**src/rtl/xcnt_pkg.sv**
```systemverilog
package xcnt_pkg;
  typedef struct packed {
    logic load;    // take new count from write data
    logic dec;     // decrement count by one
  } cntStrobes_t;
endpackage

```
**src/rtl/xcnt_datapath.sv**
```systemverilog
module xcnt_datapath #(
  parameter int CNT_W  = 24,
  parameter int DATA_W = 32
) (
  input  logic                      clk,
  input  logic                      rstN,
  input  xcnt_pkg::cntStrobes_t     strb,
  input  logic [DATA_W-1:0]         wrData,
  input  logic                      rdSel,
  input  logic                      flag,
  input  logic                      chanActive,
  input  logic                      xferDone,
  output logic                      cntZero,
  output logic                      cntOne,
  output logic [DATA_W-1:0]         rdData
);
  localparam int PAD_W = DATA_W - CNT_W;

  logic [CNT_W-1:0] count;

  always_ff @(posedge clk) begin
    if (!rstN)          count <= '0;
    else if (strb.load) count <= wrData[CNT_W-1:0];
    else if (strb.dec)  count <= count - 1'b1;
  end

  assign cntZero = (count == '0);
  assign cntOne  = (count == CNT_W'(1));

  always_comb begin
    if (rdSel) rdData = {{(DATA_W-1){1'b0}}, flag};
    else       rdData = {{PAD_W{1'b0}}, count};
  end

  // an active channel without a strobe never changes the count
  p_hold_when_active_r4: assert property (@(posedge clk) disable iff (!rstN)
    (chanActive && !xferDone) |=> $stable(count));

  // a strobe on an active channel with a nonzero count decrements by one
  p_dec_by_one_r5: assert property (@(posedge clk) disable iff (!rstN)
    (chanActive && xferDone && count != '0) |=> (count == $past(count) - 1'b1));

  // strobes on an idle channel do not decrement
  p_idle_strobe_r6: assert property (@(posedge clk) disable iff (!rstN)
    (!chanActive && !strb.load) |=> $stable(count));

  // a zero count stays zero while the channel is active
  p_zero_stays_r9: assert property (@(posedge clk) disable iff (!rstN)
    (chanActive && count == '0) |=> (count == '0));
endmodule

```
**src/rtl/xcnt_control.sv**
```systemverilog
module xcnt_control #(
  parameter int DATA_W = 32
) (
  input  logic                  clk,
  input  logic                  rstN,
  input  logic                  regAddr,
  input  logic                  regWrEn,
  input  logic [DATA_W-1:0]     regWrData,
  input  logic                  chanActive,
  input  logic                  xferDone,
  input  logic                  cntZero,
  input  logic                  cntOne,
  output xcnt_pkg::cntStrobes_t strb,
  output logic                  flag,
  output logic                  termCount
);
  logic hitEnd;
  logic clrReq;

  always_comb begin
    strb.load = regWrEn && !regAddr && !chanActive;
    strb.dec  = chanActive && xferDone && !cntZero;
  end

  assign hitEnd = strb.dec && cntOne;
  assign clrReq = regWrEn && regAddr && regWrData[0];

  always_ff @(posedge clk) begin
    if (!rstN) begin
      flag      <= 1'b0;
      termCount <= 1'b0;
    end else begin
      termCount <= hitEnd;
      if (hitEnd)      flag <= 1'b1;
      else if (clrReq) flag <= 1'b0;
    end
  end

  // the end pulse lasts exactly one cycle
  p_term_one_cycle_r7: assert property (@(posedge clk) disable iff (!rstN)
    termCount |=> !termCount);

  // the interrupt is up whenever the end pulse is
  p_irq_with_term_r8: assert property (@(posedge clk) disable iff (!rstN)
    termCount |-> flag);

  // the flag falls only through a clearing write
  p_flag_sticky_r8: assert property (@(posedge clk) disable iff (!rstN)
    $fell(flag) |-> $past(clrReq));

  // a zero count never produces an end pulse
  p_no_term_at_zero_r9: assert property (@(posedge clk) disable iff (!rstN)
    cntZero |=> !termCount);

  // the count never loads while the channel is active
  p_no_load_active_r4: assert property (@(posedge clk) disable iff (!rstN)
    chanActive |-> !strb.load);
endmodule

```
**src/rtl/dma_xfer_count.sv**
```systemverilog
module dma_xfer_count #(
  parameter int CNT_W  = 24,
  parameter int DATA_W = 32
) (
  input  logic              clk,
  input  logic              rstN,
  input  logic              regAddr,
  input  logic              regWrEn,
  input  logic [DATA_W-1:0] regWrData,
  output logic [DATA_W-1:0] regRdData,
  input  logic              chanActive,
  input  logic              xferDone,
  output logic              termCount,
  output logic              irqReq
);
  xcnt_pkg::cntStrobes_t strb;
  logic cntZero;
  logic cntOne;
  logic flag;

  xcnt_control #(.DATA_W(DATA_W)) i_ctrl (
    .clk(clk), .rstN(rstN), .regAddr(regAddr), .regWrEn(regWrEn),
    .regWrData(regWrData), .chanActive(chanActive), .xferDone(xferDone),
    .cntZero(cntZero), .cntOne(cntOne), .strb(strb), .flag(flag),
    .termCount(termCount)
  );

  xcnt_datapath #(.CNT_W(CNT_W), .DATA_W(DATA_W)) i_dp (
    .clk(clk), .rstN(rstN), .strb(strb), .wrData(regWrData),
    .rdSel(regAddr), .flag(flag), .chanActive(chanActive),
    .xferDone(xferDone), .cntZero(cntZero), .cntOne(cntOne),
    .rdData(regRdData)
  );

  assign irqReq = flag;
endmodule

```
**config.mk**
```make
export PLATFORM = sky130hd
export DESIGN_NAME = dma_xfer_count
export DESIGN_NICKNAME = d
export VERILOG_FILES = /design/src/rtl/xcnt_pkg.sv /design/src/rtl/xcnt_datapath.sv /design/src/rtl/xcnt_control.sv /design/src/rtl/dma_xfer_count.sv
export SDC_FILE = /design/constraint.sdc
export NUM_CORES = 1
export LEC_CHECK = 0
export CORE_ASPECT_RATIO = 0.6
export CORE_MARGIN = 10
export CORE_UTILIZATION = 65
export DETAILED_ROUTE_END_ITERATION = 12
export DONT_BUFFER_PORTS = 1
export PLACE_DENSITY = 0.9
export SYNTH_ARGS = -nofsm -noshare
export SYNTH_HDL_FRONTEND = slang
export SYNTH_SLANG_ARGS = --single-unit
```
**constraint.sdc**
```tcl
create_clock -name clk -period 5.6 [get_ports clk]
set_input_delay 1.12 -clock clk [delete_from_list [all_inputs] [get_ports clk]]
set_output_delay 1.12 -clock clk [all_outputs]
set_load 0.02 [all_outputs]
```
* Word level (Yosys, flattened, before mapping)
Index checks and enable logic that the tools add are counted.
W data, S select, Z words.
** Operators by class
- Muxes and demuxes :: 5
- Equal/unequal tests :: 1
- Reduce and logical (&&, ||, !) cells :: 13
- $add $sub $neg :: 1
** Operator list (count)
- $mux W24 :: 3
- $eq A24 B1 Y1 const B :: 1
- $logic_not A24 Y1 :: 1
- $sub A24 B1 Y24 const B :: 1
- $logic_and A1 B1 Y1 :: 7
- $reduce_bool A2 Y1 :: 2
- $logic_not A1 Y1 :: 3
- $mux W1 :: 2
** Word-level totals
- Logic and storage cells :: 23
- Flip-flop bits (word level) :: 26
- Input port bits :: 38
- Output and inout port bits :: 34

* Logic depth before layout (Yosys ltp)
- Word-level depth :: 5
- Gate-level depth with buffers :: 9
- Gate-level depth less buffers :: 7

* Cells and area by module
A second synthesis with hierarchy kept.
** Unflattened totals
- Cell total of the unflattened synthesis :: 208
- Area total of the unflattened synthesis :: 1666.6 um^2
** Modules (own cells, without submodules)
- xcnt_datapath :: sequential area each 480.5 um^2, area each 1581.5 um^2, instances 1, cells an instance 200
- xcnt_control :: sequential area each 40.0 um^2, area each 85.1 um^2, instances 1, cells an instance 8

* Worst setup path before layout
Ideal clock, no wire load.
- Path kind :: input -> output
- From :: input port regAddr
- To :: output port regRdData[0]
- Setup slack :: 2477 ps
- Data arrival time :: 2003 ps
- Stages :: 3
- Buffers on the path :: 2
- Data required time :: 4480 ps
- Path through :: clkbuf_1 buf_1 o21ai_0
** Between the ends
- Word-level cells in the longest chain between the ends :: 1
** RTL lines
- from (decl) :: RTL line dma_xfer_count.sv:7 : input logic regAddr,
- $mux W24 :: RTL line xcnt_datapath.sv:31 : if (rdSel) rdData = {{(DATA_W-1){1'b0}}, flag};
- to (decl) :: RTL line dma_xfer_count.sv:10 : output logic [DATA_W-1:0] regRdData,
No other way between the ends.

* Worst setup path in the final report
Same ends and word-level chain as after synthesis.

==> impl_metrics.toml <==
[outcome]
status = "finished clean"

[drt]
vias = 1734
wl_per_cell_um = 19.2
drtPass1Iterations = 7
ant_nets = 0
wl_um = 4850
vias_per_cell = 6.85
drt_iter0_drc = 164
drc = 0

[floorplan]
die_h_um = 60.8
floorplan.initialDensity_pct = 69.9
dieArea_um2 = 5340
core_um2 = 2570
die_w_um = 87.9
rows = 14
ios = 72

[global_routing]
overflow = 0
antenna_found_initial = 0
grt_start_max_net_pins = 36
grt_pass1_vias = 1527
grt_first_pass_wirelength_um = 7630
track_usage_pct = 17.5

[cts]
clk_latency_ns = 0.27
cts_made_buffers = 3
cts_buffer_depth = 2
postCtsSetupBuffers = 0
cts_tree = "done"
clk_pin_slew_ns = 0.09
htreeDepth = 1
clock_tree.root_cell = "clkbuf_8"
cts_num_sinks = 26
cts-resized-gates = 0
cts_hold_buf = 0

[finish]
seq_area_um2 = 520
fillers = 217
antenna_cells = 0
multi_input_area_um2 = 1160
drive_gt1_share_pct = 9.05
final_net_count = 263
syn2layout_area_growth_pct = 0.139

[critical_path]
cp_max_fo = 28
worstSetupStartpointType = "input port"
crit_buf_inv = 0
path_delay_family = "compound AO/OA/AOI/OAI gates"
rrSetupSlack_ns = 3.00
arrival_ns = 1.64
path_cells = "o21ai_0"
worstPathRequired_ns = 4.48
path_class = "in -> out"
max_stage_delay_ns = 0.51
end_kind = "output pin"
worst_path_max_delay_cell = "o21ai_0"

[power_and_ir_drop]
leakage_uw = 0.000629
peakVddDrop_v = 0.000153
powerDensity_nw_per_um2 = 301

[place]
portBuffers = 0
place.gp.congestion = 0.897
dp_hpwl_um = 3600

[yosys]
synth_area_um2 = 1800
async_reset_ff_share_pct = 0
synthDistinctLibCells = 47
synth_enable_flop_cells = 0
yosysTopAreaCell = "dfxtp_1"
synth-seq-cells = 26
syn_inst = 230
yosys_warnings = 0
synth_ff_type = "dfxtp_1"
yosysMostFrequentCell = "dfxtp_1"
synth_commonest_cells = "dfxtp_1, nor2b_1, o21ai_0, or3_1, a31oi_1"
synth.area.top_cells = "dfxtp_1, nor2b_1, or3_1"
synth_top_area_share_pct = 28.9
ys_seq_area_share_pct = 28.9
syn_avg_cell_area_um2 = 7.83

[timing]
slew_headroom_pct = 49.5
grt_setup_unrepaired = "false"
setup_viol_count_final = 0
period_needed_ns = 2.76
finalSetupTns_ns = 0
worstMarginPinSlew_ns = 0.755
finalHoldViolCount = 0
worst_hold_slack_ns = 0.503
max_freq_ghz = 0.362
slew_viol_final = 0
skew_ns = 0.00323
finalCritPeriodShare_pct = 49.3

[min_path]
hold_class = "reg -> reg"

[flow_run]
cap_violations = 0
## stage by stage
| stage | area, um^2 | setup slack [ns] | utilization [%] | std cells | total power [uW] |
|---|---|---|---|---|---|
| final | 1800 | 2.84 | 70.0 | 253 | 543 |
| after global routing | 1800 | 2.82 | 70.0 | 253 | 576 |
| after CTS | 1800 | 2.83 | 70.0 | 253 | 540 |
| after detailed placement | 1750 | 2.83 | 67.9 | 249 | 419 |
| after global placement | 1750 | 2.83 | 67.9 | 249 | 413 |
| after floorplan | 1830 | 2.48 | - | 237 | 391 |
## per-layer routing
| metal | GRT usage (%) | part of all wire [%] | vias up |
|---|---|---|---|
| met4 | 3.17 | 1.1 | 0 |
| met5 | 0 | 0 | - |
| li1 | - | - | 836 |
| met2 | 27.2 | 44 | 99 |
| met3 | 5.88 | 13 | 9 |
| met1 | 23.3 | 41 | 790 |
## flip-flops by register name, summed over array words and instances, names as in the netlist
| name | flops |
|---|---|
| i_ctrl.flag | 1 |
| i_dp.count | 24 |
| i_ctrl.termCount | 1 |
## final timing paths
check	from	endpoint	depth (start not counted)
setup / recovery	regAddr	regRdData[0]	1
hold reg to reg	i_dp.count[18]	i_dp.count[18]	2
setup reg to reg	i_dp.count[10]	i_dp.count[4]	5
hold / removal	i_dp.count[18]	i_dp.count[18]	2
## tightest hold or removal path, delay by kind of cell (launching register included)
kind | cells | cell delay (ns)
compound gates | 1 | 0.07
simple gates | 1 | 0.06
flops | 1 | 0.33
## power breakdown
part / total [uW] / switching (uW) / internal, uW / leakage, uW
sequential: 224 / 21.5 / 203 / 0.000213
clock: 123 / 59.7 / 62.9 / 0.0000288
combinational: 197 / 123 / 73.6 / 0.000387
## cell usage in the layout (no fill, tap or decap), types with 5 or more instances in the layout
cell type and instances:
a31oi_1 15, nor2b_1 22, dfxtp_1 26, or3_1 18, o31ai_1 6, or4_1 8, nor2_1 7, conb_1 8
nand2_1 13, nor3_1 8, o21ai_1 5, o21ai_0 19
## logic make-up (layout without fill, tap and decap cells)
kind of cell | count (synthesis) | after routing | synth area share (%)
compound gates | 66 | 66 | 23.8
xor+xnor | 2 | 2 | 0.973
fa+ha+maj | 3 | 3 | 2.09
buf+inv | 25 | 9 | 8.13
flops | 26 | 26 | 28.9
mux | 1 | 1 | 0.556
other cells | 1 | 8 | 0.208
simple gates | 106 | 106 | 35.4
## area by class of cell
| type | instances | share of cell area [%] |
|---|---|---|
| Multi-Input combinational cell | 186 | 64.6 |
| Sequential cell | 26 | 28.9 |
| Clock buffer | 4 | 3.05 |
| Tap cell | 32 | 2.22 |
| Inverter | 4 | 0.833 |
| Timing Repair Buffer | 1 | 0.416 |
Power figures use the tool's default switching activity.
